[config.mk]
export PLATFORM = sky130hd
export DESIGN_NAME = wprot_seq
export DESIGN_NICKNAME = d
export VERILOG_FILES = /design/src/rtl/wprot_seq.sv
export SDC_FILE = /design/constraint.sdc
export NUM_CORES = 1
export LEC_CHECK = 0
export ABC_AREA = 0
export BUFFER_PORTS_ARGS = -buffer_cell sky130_fd_sc_hd__buf_2
export CORE_MARGIN = 5
export CORE_UTILIZATION = 55
export CTS_BUF_LIST = sky130_fd_sc_hd__clkbuf_8
export DETAILED_ROUTE_END_ITERATION = 12
export PLACE_DENSITY = 0.79
export SYNTH_ARGS = -nofsm -noshare
export SYNTH_HDL_FRONTEND = slang
export SYNTH_SLANG_ARGS = --single-unit
[constraint.sdc]
create_clock -name clk -period 3.3 [get_ports clk]
set_input_delay 0.495 -clock clk [delete_from_list [all_inputs] [get_ports clk]]
set_output_delay 0.495 -clock clk [all_outputs]
set_load 0.02 [all_outputs]
[src/rtl/wprot_seq.sv]
module wprot_seq #(
  parameter int AW          = 15,
  parameter int DW          = 8,
  parameter int PAGE_LSB    = 6,
  parameter int LOAD_WINDOW = 8,
  parameter int WC_CYCLES   = 20
) (
  input  logic          clk,
  input  logic          rst_n,
  input  logic          wr_valid,
  input  logic [AW-1:0] wr_addr,
  input  logic [DW-1:0] wr_data,
  output logic          wr_allow,
  output logic          prot_on
);
  localparam int GW = $clog2(LOAD_WINDOW + 1);
  localparam int CW = $clog2(WC_CYCLES + 1);
  localparam int PW = AW - PAGE_LSB;
  localparam logic [AW-1:0] ADR_HI = AW'('h5555);
  localparam logic [AW-1:0] ADR_LO = AW'('h2AAA);
  localparam logic [DW-1:0] D_AA = DW'('hAA);
  localparam logic [DW-1:0] D_55 = DW'('h55);
  localparam logic [DW-1:0] D_A0 = DW'('hA0);
  localparam logic [DW-1:0] D_80 = DW'('h80);
  localparam logic [DW-1:0] D_20 = DW'('h20);

  typedef enum logic [2:0] {
    S_IDLE, S_K1, S_K2, S_OFF1, S_OFF2, S_OFF3, S_ONKEY, S_WAIT
  } st_t;

  st_t           st_q, st_d;
  logic [GW-1:0] gap_q;
  logic [CW-1:0] cnt_q;
  logic [PW-1:0] page_q;
  logic          page_set_q;
  logic          prot_q = 1'b0;

  logic hit_aa, hit_55, hit_a0, hit_80, hit_20;
  logic step, in_key, timeout, wait_done, page_ok;
  logic set_prot, clr_prot;
  logic st_idle, st_onkey, st_wait;

  assign hit_aa = (wr_addr == ADR_HI) && (wr_data == D_AA);
  assign hit_55 = (wr_addr == ADR_LO) && (wr_data == D_55);
  assign hit_a0 = (wr_addr == ADR_HI) && (wr_data == D_A0);
  assign hit_80 = (wr_addr == ADR_HI) && (wr_data == D_80);
  assign hit_20 = (wr_addr == ADR_HI) && (wr_data == D_20);

  assign in_key    = st_q inside {S_K1, S_K2, S_OFF1, S_OFF2, S_OFF3, S_ONKEY};
  assign timeout   = in_key && !wr_valid && (gap_q == GW'(LOAD_WINDOW - 1));
  assign wait_done = (st_q == S_WAIT) && (cnt_q == CW'(WC_CYCLES - 1));
  assign page_ok   = !page_set_q || (wr_addr[AW-1:PAGE_LSB] == page_q);
  assign set_prot  = rst_n && timeout && (st_q == S_ONKEY);
  assign clr_prot  = rst_n && wait_done;

  always_comb begin
    case (st_q)
      S_IDLE:  step = hit_aa;
      S_K1:    step = hit_55;
      S_K2:    step = hit_a0 | hit_80;
      S_OFF1:  step = hit_aa;
      S_OFF2:  step = hit_55;
      S_OFF3:  step = hit_20;
      default: step = 1'b0;
    endcase
  end

  always_comb begin
    wr_allow = 1'b0;
    if (wr_valid) begin
      case (st_q)
        S_WAIT:  wr_allow = 1'b0;
        S_ONKEY: wr_allow = page_ok;
        default: wr_allow = !step && !hit_aa && !prot_q;
      endcase
    end
  end

  always_comb begin
    st_d = st_q;
    if (st_q == S_WAIT) begin
      if (wait_done) st_d = S_IDLE;
    end else if (timeout) begin
      st_d = S_IDLE;
    end else if (wr_valid && st_q != S_ONKEY) begin
      if (step) begin
        case (st_q)
          S_IDLE:  st_d = S_K1;
          S_K1:    st_d = S_K2;
          S_K2:    st_d = hit_a0 ? S_ONKEY : S_OFF1;
          S_OFF1:  st_d = S_OFF2;
          S_OFF2:  st_d = S_OFF3;
          S_OFF3:  st_d = S_WAIT;
          default: st_d = S_IDLE;
        endcase
      end else begin
        st_d = hit_aa ? S_K1 : S_IDLE;
      end
    end
  end

  always_ff @(posedge clk or negedge rst_n) begin
    if (!rst_n) begin
      st_q       <= S_IDLE;
      gap_q      <= '0;
      cnt_q      <= '0;
      page_q     <= '0;
      page_set_q <= 1'b0;
    end else begin
      st_q <= st_d;
      if (wr_valid) gap_q <= '0;
      else if (gap_q != GW'(LOAD_WINDOW - 1)) gap_q <= gap_q + 1'b1;
      if (st_q != S_WAIT) cnt_q <= '0;
      else cnt_q <= cnt_q + 1'b1;
      if (st_q != S_ONKEY) begin
        page_set_q <= 1'b0;
      end else if (wr_valid && !page_set_q) begin
        page_set_q <= 1'b1;
        page_q     <= wr_addr[AW-1:PAGE_LSB];
      end
    end
  end

  always_ff @(posedge clk) begin
    if (set_prot) prot_q <= 1'b1;
    else if (clr_prot) prot_q <= 1'b0;
  end

  assign prot_on  = prot_q;
  assign st_idle  = (st_q == S_IDLE);
  assign st_onkey = (st_q == S_ONKEY);
  assign st_wait  = (st_q == S_WAIT);
endmodule

=== Word-level counts from Yosys, hierarchy flattened ===
Index checks and enable logic that the tools add are counted.

* Add/subtract/negate cells: 2
* Multipliers: 0
* Div/mod/pow operators: 0
* Order comparisons: 0
* Equality and inequality tests: 21
* Shifts and indexed selects: 0
* Muxes and demuxes: 16
* Bitwise gates (word level): 2
* Reduce and logical (&&, ||, !) cells: 30

{| class="wikitable"
|+ Operators with widths
! operator !! number
|-
| $eq A8 B8 Y1 const B || 3
|-
| $mux W3 || 6
|-
| $pmux W3 S6 || 1
|-
| $eq A15 B14 Y1 const B || 1
|-
| $eq A15 B15 Y1 const B || 1
|-
| $logic_and A1 B1 Y1 || 15
|-
| $eq A3 B3 Y1 const B || 4
|-
| $eq A9 B9 Y1 || 1
|-
| $eq A8 B6 Y1 const B || 1
|-
| $eq A8 B7 Y1 const B || 1
|-
| $mux W4 || 2
|-
| $eq A3 B2 Y1 const B || 2
|-
| $ne A3 B3 Y1 const B || 2
|-
| $reduce_bool A6 Y1 || 1
|-
| $add A5 B1 Y5 const B || 1
|-
| $eq A5 B5 Y1 const B || 1
|-
| $logic_not A1 Y1 || 5
|-
| $mux W5 || 1
|-
| $add A4 B1 Y4 const B || 1
|-
| $eq A4 B3 Y1 const B || 1
|-
| $mux W1 || 4
|-
| $ne A4 B3 Y1 const B || 1
|-
| $pmux W1 S4 || 1
|-
| $reduce_and A2 Y1 || 2
|-
| other kinds (10) || 12
|}

* Register bits after elaboration: 23
* Bits in latches: 0
* Memory bits (writable): 0
* Memory bits (read-only): 0
* Bits of input ports: 26
* Output and inout port bits: 2
* Word-level logic and storage cells: 77
* Memories kept: 0

=== Logic depth before layout (Yosys ltp) ===
Gate-level depths: netlist of run 1.

* Depth in word-level cells: 9
* Gate-level depth with buffers: 6
* Depth with buffers taken out: 6

=== Worst setup path after synthesis of run 1 ===
Ideal clock, no wire load.

* Path type: input to output
* From: in wr_data[5]
* To: out wr_allow
* Arrival: 1.660 ns
* Data required time: 2.805 ns
* Path slack: 1.145 ns
* Cell stages on the path: 5
* Buffers on the path: 0
* Path through: and3b_1 a22oi_2 o32ai_4 or3_1 a21oi_1

* Cells in the longest elaborated chain, start to end: 9
* Elaborated cells between the ends (all ways): 18
* Classes of those cells: eq/ne: 5; mux: 3; bitwise: 1; reduce/logical: 9

{| class="wikitable"
|+ Ends and longest elaborated chain
! item !! RTL line !! source
|-
| start, declared || 12 || <nowiki>input logic [DW-1:0] wr_data,</nowiki>
|-
| $eq A8 B8 Y1 (on tied branches) || 45, 46 ||
|-
| $logic_and A1 B1 Y1 (on tied branches) || 45, 46 ||
|-
| $or A1 B1 Y1 || 60 || <nowiki>S_K2: step = hit_a0 | hit_80;</nowiki>
|-
| $pmux W1 S4 || 57 || <nowiki>case (st_q)</nowiki>
|-
| $logic_not A1 Y1 || 74 || <nowiki>default: wr_allow = !step && !hit_aa && !prot_q;</nowiki>
|-
| $logic_and A1 B1 Y1 (*) (2 in series) || 74 ||
|-
| $pmux W1 S2 (*) || 71 || <nowiki>case (st_q)</nowiki>
|-
| $mux W1 (*) || 70 || <nowiki>if (wr_valid) begin</nowiki>
|-
| end, declared || 13 || <nowiki>output logic wr_allow,</nowiki>
|}

Mark *: on every way between the ends. The rest lies on a longest branch, timed or not.

=== Final worst setup path of run 1 ===
* From: reg st_q[0]
* To: out wr_allow

* Cells in the longest elaborated chain, start to end: 8
* Elaborated cells between the ends (all ways): 16
* Classes of those cells: eq/ne: 7; mux: 3; reduce/logical: 6

{| class="wikitable"
|+ Ends and longest elaborated chain
! item !! RTL line !! source
|-
| start, declared || 31 || <nowiki>st_t st_q, st_d;</nowiki>
|-
| start signal, assigned || 110 || <nowiki>st_q <= st_d;</nowiki>
|-
| $eq A3 B1 Y1 (tied with other cells) || 57 ||
|-
| $reduce_or A2 Y1 (no source line) || - ||
|-
| $pmux W1 S4 || 57 ||
|-
| $logic_not A1 Y1 || 74 ||
|-
| $logic_and A1 B1 Y1 (2 in series) || 74 ||
|-
| $pmux W1 S2 (*) || 71 ||
|-
| $mux W1 (*) || 70 ||
|}

Marks and branches as above.

==> metrics, run 1 <==
status completed; fmax 0.387 GHz; initial antenna violation count 0; worst min path class input port to asynchronous set/reset pin; commonest cells after routing, fill and taps aside buf_2, dfrtp_1, nor2_1; clock transition at the registers of the reported paths 0.08 ns; WP data arrival 2.09 ns; period utilisation layout 78.3%; fin nets 204; Die Width 62.2 um; R2R setup slack 1.52 ns; Slew HR 65.9%; Worst VDD drop 0.000395 V; Ports 28; Worst Setup Start Kind flip-flop; core footprint 2690 um2; routed length per instance 15.8 um; EDFF count, synth 0; HPWL Detailed 2600 um; Inserted Diodes 0; Req. time, crit path 2.80 ns; Pwr Density 305 nW/um2; clk sinks 23; max-cap violations 0; post-CTS sizing 0; static leakage 0.733 nW; Cells after DPL 202; Critical Path Sink wr_allow; number of buffers created by CTS 3; gr ovfl total 0; worst-case clock buffer depth 2; die area 3870 um2; vias in the first global route 1,283; Cell Area, Synth 1500 um2; die height 62.2 um; Pins Over Slew Limit 0; Crit Path Category flip-flop to primary output; Critical Path Start st_q[0]; Crit Path Max Fanout 11; share of post-route cells with drive strength above 1 29.7%; largest net degree at the start of global routing 25; Net Count, Synth 176; top_reg_cell synth dfrtp_1; GRT Total Usage 18.1%; Syn Inst Count 148; Non-Filler Instances 206; R2R Path Start st_q[1]; drt first pass iters 4; CTS tree built; Final TNS setup 0 ns; Final ANT Viol Nets 0; share of flip-flops with an asynchronous set or reset 95.7%; Synth cell types 45; Skew-Pair Late Insertion Delay 0.26 ns; first-pass GRT wire length 5870 um; DRT iter0 DRCs 78; post-CTS setup buffers 0; Reg-to-Reg End page_q[1]; RSZ-0062 raised after global routing no; flops & latches, synth 23; FF-to-FF path depth 3; final hold violations 0; CTS root buf clkbuf_8; vias 1,255; GP Congestion 0.800; Rows 19; total routed wirelength 3260 um; Tightest Pin Transition 0.512 ns; Starting Density 55.8%; Final setup viols 0; Post-Syn Area per Cell 10.1 um2; shortest period the worst path allows 2.58 ns; CTS Hold Bufs 0; most common cell after layout, fill and taps aside buf_2; Post-route DRC 0; Worst setup EP type primary output; register area share after synthesis 38.1%; synth warn 0; Vias per Instance 6.09; area growth from synthesis to layout 12.5%; H-tree depth 1; PortBufs 27; Clock Skew 0.00257 ns
==> metrics by stage <==
stage / total power (W) / hold WS [ns] / setup WS, ns / utilization [%] / area (um2)
3_3_place_gp: 0.000349 / 0.451 / 0.964 / 61.1 / 1640
5_1_grt: 0.000540 / 0.225 / 0.639 / 62.7 / 1690
2_1_floorplan: 0.000318 / 0.199 / 1.15 / - / 1500
4_1_cts: 0.000522 / 0.211 / 0.746 / 62.7 / 1690
3_5_place_dp: 0.000352 / 0.458 / 0.864 / 61.1 / 1640
6_report: 0.000515 / 0.194 / 0.717 / 62.7 / 1690
==> routing by layer <==
metal,part of all wire [%],vias up,global-route usage [%]
met1,40,615,21.2
met3,4.1,4,3.42
met2,55,21,33.0
li1,-,615,-
met5,0,-,0
met4,0.83,0,5.15
==> Yosys cell counts (2+ instances only) <==
master     instances  share of area (%)
dfrtp_1           22                 37
nor2_1            14                3.5
nand2_1           11                2.8
xnor2_1           10                5.8
mux2_2             9                6.8
a21oi_1            7                2.3
nand3_1            7                2.3
nand4_1            5                2.1
o21ai_0            5                1.7
xor2_1             5                2.9
nor3_1             4                1.3
and4b_2            3                2.3
nor3b_1            3                1.5
nor4b_1            3                1.8
a31oi_1            2               0.84
and4bb_2           2                1.7
buf_4              2                1.0
ha_1               2                1.7
inv_1              2               0.50
nor4_1             2               0.84
nor4b_2            2                2.0
nor4bb_1           2                1.3
o2111ai_1          2                1.2
==> how the worst min path moves through the flow <==
stage / end / startpoint / slack (ns) / cells past startpoint
detailed placement: cnt_q[0] / cnt_q[0] / 0.46 / 1
finish: st_q[2] / rst_n / 0.19 / 1
global route: st_q[2] / rst_n / 0.22 / 1
floorplan: cnt_q[0] / rst_n / 0.20 / 0
CTS: st_q[2] / rst_n / 0.21 / 1
global placement: cnt_q[0] / cnt_q[0] / 0.45 / 1
==> area by class of cell <==
class / count / area [um2]
clock buffer: 3 / 41.3
clock inverter: 1 / 3.75
fill: 229 / 1000
inverter: 3 / 11.3
multi-input combinational: 118 / 885
sequential: 23 / 571
tap: 31 / 38.8
timing repair buffer: 27 / 135
==> where the power goes <==
part	switching, W	internal [W]
registers	0.00000275	0.000285
clock network	0.0000846	0.0000830
logic	0.0000337	0.0000259
==> sequential cells by signal (all words and copies together) (netlist names) <==
register	count
prot_on	1
page_q	9
cnt_q	5
page_set_q	1
gap_q	4
st_q	3
==> critical path, cell delays in order, from the launching register on <==
cell and delay (ns):
dfrtp_1 0.58, nor3b_1 0.15, a22oi_2 0.29, o32ai_4 0.12
or3_1 0.33, a21oi_1 0.16, buf_2 0.18
==> logic make-up (layout without fill, tap and decap cells) <==
logic type / Yosys count / in the layout / synth area share, %
AO/OA/AOI/OAI: 22 / 22 / 11.4
XOR/XNOR: 15 / 15 / 8.77
buffers and inverters: 7 / 34 / 2.84
flip-flops: 23 / 23 / 38.1
adder cells (fa/ha/maj): 2 / 2 / 1.67
AND/OR/NAND/NOR: 69 / 69 / 29.8
multiplexers: 10 / 10 / 7.44
No activity file was read; power rests on OpenSTA's default activity.
==> run 2, diff against run 1 <==
- CORE_UTILIZATION: 55 -> 52
- PLACE_DENSITY: 0.79 -> 0.78
- clock period: 3.3 -> 2.2 ns (I/O delays scaled with it)
==> run 2 against run 1 <==
The flow now finishes with violations (negative setup slack). Sequential power rose by 50%. Cell area rose by 3.9%. Clock power rose by 54%. Worst hold slack got worse by 0.16 ns. Global-route usage fell by 0.66 points. Die area rose by 4.8%. Clock skew barely moved. Clock-buffer cell count did not move. Via count rose by 3.8%. First-iteration DRC count fell by 5.1%.
==> metrics, run 2 (synthesis results as in run 1) <==
Inserted Diodes 0; Finished Core Util 63.5%; Final setup viols 1; fillers 229; status complete, but fails checks; Top Registers page_q x9, cnt_q x5, gap_q x4; initial antenna violation count 0; clk sinks 23; Vias per Instance 6.12; CTS root buf clkbuf_8; HPWL Detailed 2580 um; CTS Hold Bufs 0; Critical Path Start st_q[2]; most common cell after layout, fill and taps aside buf_2; WP data arrival 1.88 ns; commonest cells after routing, fill and taps aside buf_2, dfrtp_1, nor2_1; number of buffers created by CTS 3; Crit Path Max Fanout 5; GRT Total Usage 17.4%; Starting Density 54.3%; DRT iter0 DRCs 74; Worst VDD drop 0.000402 V; total routed wirelength 3390 um; top routing layer in use met4; Critical-path top delay cell dfrtp_2; period utilisation layout 100%; Tightest Pin Transition 0.526 ns; failing checks negative setup slack; final hold violations 0; Pwr Density 445 nW/um2; Top delay family on crit path simple AND/OR/NAND/NOR gates; static leakage 0.773 nW; share of post-route cells with drive strength above 1 34.1%; dpl cell area 1660 um2; met2 wire len 1730 um; CP Cell Sequence and3b_1, a22oi_2, o32ai_4, or3_1, a21oi_2, buf_4; worst-case clock buffer depth 2; fin area 1750 um2; Req. time, crit path 1.87 ns; vias 1,303; total power 0.000779 W; fmax 0.453 GHz; Crit Path Category flip-flop to primary output; RSZ-0062 raised after global routing yes; met3 wire length 158 um; Slew HR 64.9%; max reg flops 9; drt first pass iters 7; Worst Setup Slack, final -0.00524 ns; Worst setup EP type primary output; core footprint 2760 um2; max-cap violations 0; gr ovfl total 0; fin nets 211; largest register by flop count page_q; Post-route DRC 0; routed length per instance 15.9 um; largest net degree at the start of global routing 25; buffers plus inverters on the worst setup path 1; die area 4050 um2; vias in the first global route 1,339; R2R Path Start st_q[0]; shortest period the worst path allows 2.21 ns; die height 63.7 um; clock transition at the registers of the reported paths 0.08 ns; CTS tree built; worst min path class input port to asynchronous set/reset pin; first-pass GRT wire length 5950 um; Metal-1 WL 1420 um; Skew-Pair Late Insertion Delay 0.26 ns; Worst Setup Start Kind flip-flop; Die Width 63.7 um; H-tree depth 1; Ports 28; area growth from synthesis to layout 16.9%; Final ANT Viol Nets 0; Pins Over Slew Limit 0; Rows 19; PortBufs 27; slowest stage delay, CP 0.45 ns; Clock Skew 0.00255 ns; GP Congestion 0.880
run 2: final cells by class:
| cell class | count | area [um2] | share of cell area, % |
|---|---|---|---|
| inverters | 3 | 11.3 | 0.643 |
| flip-flops and latches | 23 | 572 | 32.7 |
| well taps | 31 | 38.8 | 2.22 |
| repair buffers | 34 | 190 | 10.9 |
| multi-input cells | 118 | 893 | 51.0 |
| clock inverters | 1 | 3.75 | 0.214 |
| clock buffers | 3 | 41.3 | 2.36 |
run 2: path summary, 6_finish.rpt:
path	end	slack (ns)	cells past startpoint
max	wr_allow	-0.005	6
min	st_q[1]	0.04	1
max reg2reg	page_q[2]	0.48	5
min reg2reg	cnt_q[0]	0.47	1
max in group asynchronous	st_q[2]	1.79	1
min in group clk	page_q[5]	0.35	2
run 2: metrics by stage:
stage	worst slack [ns]	instances	hold WS, ns	setup TNS [ns]
after floorplan	0.217	148	0.0344	0
after global placement	0.197	204	0.323	0
after detailed placement	0.116	204	0.335	0
after CTS	0.0124	210	0.0507	0
after global routing	-0.110	213	0.0703	-0.110
final	-0.00524	213	0.0355	-0.00524
run 2: metal layers:
layer	vias up	global-route usage, %
met2	48	30.6
li1	622	-
met5	-	0
met3	10	2.31
met4	0	5.97
met1	623	21.7
run 2: power by group:
part	switching [W]	internal [W]	total [W]	leakage, nW
Sequential	0.00000432	0.000427	0.000431	0.311
Clock	0.000133	0.000124	0.000258	0.0269
Combinational	0.0000506	0.0000394	0.0000900	0.435
Total	0.000188	0.000591	0.000779	0.773
run 2: timing repair:
action / in CTS / in global routing
setup endpoints to repair: 1 / 1
buffers inserted: 2 / 3
pin swaps: 1 / 4
gates resized for setup: 1 / 3
==> run 3, diff against run 2 <==
- PLACE_DENSITY: 0.78 -> 0.76
==> run 3 against run 2 <==
The run still ends with negative setup slack left. Clock skew rose by 0.0063 ns. Sequential power about the same. Worst setup slack improved by 0.0029 ns. Register-to-register slack worse by 0.14 ns. Sequential cell count did not move. Worst hold slack improved by 0.32 ns. Non-clock buffer count increased by 3. Global-route usage increased by 0.19 points. Sequential share of layout area shrank 0.44 points. Cell area is 1.6% higher.
==> metrics, run 3 (synthesis results as in run 1) <==
fin area 1780 um2; status complete, but fails checks; commonest cells after routing, fill and taps aside buf_2, dfrtp_1, nor2_1; Worst Setup Slack, final -0.00233 ns; Rows 19; FF-to-FF path depth 6; H-tree depth 1; vias in the first global route 1,359; first-pass GRT wire length 5800 um; Pins Over Slew Limit 0; DRT iter0 DRCs 23; dpl cell area 1670 um2; Post-route DRC 0; die height 63.7 um; drt first pass iters 4; Starting Density 54.3%; final hold violations 0; Die Width 63.7 um; worst-case clock buffer depth 2; Skew-Pair Late Insertion Delay 0.27 ns; shortest period the worst path allows 2.20 ns; share of post-route cells with drive strength above 1 35.7%; total routed wirelength 3290 um; GRT Total Usage 17.6%; Min-Delay Path Depth 2; clk sinks 23; routed length per instance 15.2 um; PortBufs 27; largest net degree at the start of global routing 17; GP Congestion 0.966; largest register by flop count page_q; most common cell after layout, fill and taps aside buf_2; CTS tree built; Worst VDD drop 0.000421 V; number of buffers created by CTS 3; fin nets 214; HPWL Detailed 2630 um; WP data arrival 1.87 ns; Clock Skew 0.00888 ns; Ports 28; CTS root buf clkbuf_8; static leakage 0.787 nW; Crit Path Category flip-flop to primary output; Final ANT Viol Nets 0; Tightest Pin Transition 0.443 ns; Inserted Diodes 0; Slew HR 70.4%; max reg flops 9; Pwr Density 445 nW/um2; fmax 0.454 GHz; Req. time, crit path 1.87 ns; Worst Setup Start Kind flip-flop; Top Registers page_q x9, cnt_q x5, gap_q x4; Crit Path Max Fanout 4; dpl ws 0.145 ns; period utilisation layout 100%; initial antenna violation count 0; max-cap violations 0; clock transition at the registers of the reported paths 0.09 ns; Vias per Instance 5.94; RSZ-0062 raised after global routing yes; Worst setup EP type primary output; vias 1,282; worst min path class input port to flip-flop; gr ovfl total 0; core footprint 2760 um2; area growth from synthesis to layout 18.7%; failing checks negative setup slack; die area 4050 um2; Final setup viols 1
==> run 3: cell types whose count changed in the layout (fill, tap and decap cells not counted), sizes merged <==
cell and delta:
inv -1, clkinv +1, dlygate4sd3 +1, buf +2
==> run 3: final cells by class <==
type | count | area [um2]
inverters | 3 | 11.3
flip-flops and latches | 23 | 573
repair buffers | 37 | 215
clock buffers | 3 | 41.3
clock inverters | 1 | 5.00
well taps | 31 | 38.8
fillers | 222 | 980
multi-input cells | 118 | 893
==> run 3: report_power, final <==
part / switching (W) / leakage, nW / internal, W
combinational: 0.0000516 / 0.452 / 0.0000418
clock: 0.000141 / 0.0255 / 0.000126
sequential: 0.00000441 / 0.310 / 0.000427
total: 0.000197 / 0.787 / 0.000595
==> run 3: what timing repair did <==
item,in CTS,in global routing
gates cloned,0,0
endpoints found under the hold margin,7,0
buffers inserted,5,0
pin swaps,3,0
hold buffers,1,0
endpoints found under the setup margin,1,1
resized for setup,5,0
==> run 3: worst max-delay path, stage by stage (launching register included) <==
cell and delay, ns:
dfrtp_2 0.43, nor3b_2 0.18, a22oi_2 0.25, o32ai_4 0.13, or3_1 0.33, a21oi_2 0.14
buf_4 0.15
==> run 3: per-stage QoR <==
stage / power, W / TNS (ns) / cells / utilization, % / hold slack, ns
after global routing: 0.000835 / -0.0904 / 216 / 64.5 / 0.365
after floorplan: 0.000477 / 0 / 148 / - / 0.0344
after CTS: 0.000795 / 0 / 216 / 64.5 / 0.351
final: 0.000792 / -0.00233 / 216 / 64.5 / 0.358
after detailed placement: 0.000531 / 0 / 206 / 60.6 / 0.187
after global placement: 0.000525 / 0 / 206 / 60.6 / 0.176
==> run 3: worst paths after layout <==
check | startpoint | endpoint | slack (ns)
hold / removal | wr_addr[11] | page_q[5] | 0.36
setup reg to reg | st_q[2] | page_q[8] | 0.34
hold reg to reg | cnt_q[0] | cnt_q[0] | 0.48
min in group asynchronous | rst_n | cnt_q[0] | 0.45
setup / recovery | st_q[1] | wr_allow | -0.002
max in group asynchronous | rst_n | st_q[0] | 1.28
==> run 3: routing by layer <==
metal / wire length (um) / vias to the layer above / global-route usage, %
met5: 0 / - / 0
met4: 59 / 0 / 8.05
met3: 85 / 8 / 1.95
met2: 1780 / 29 / 33.0
met1: 1360 / 615 / 19.5
li1: - / 630 / -
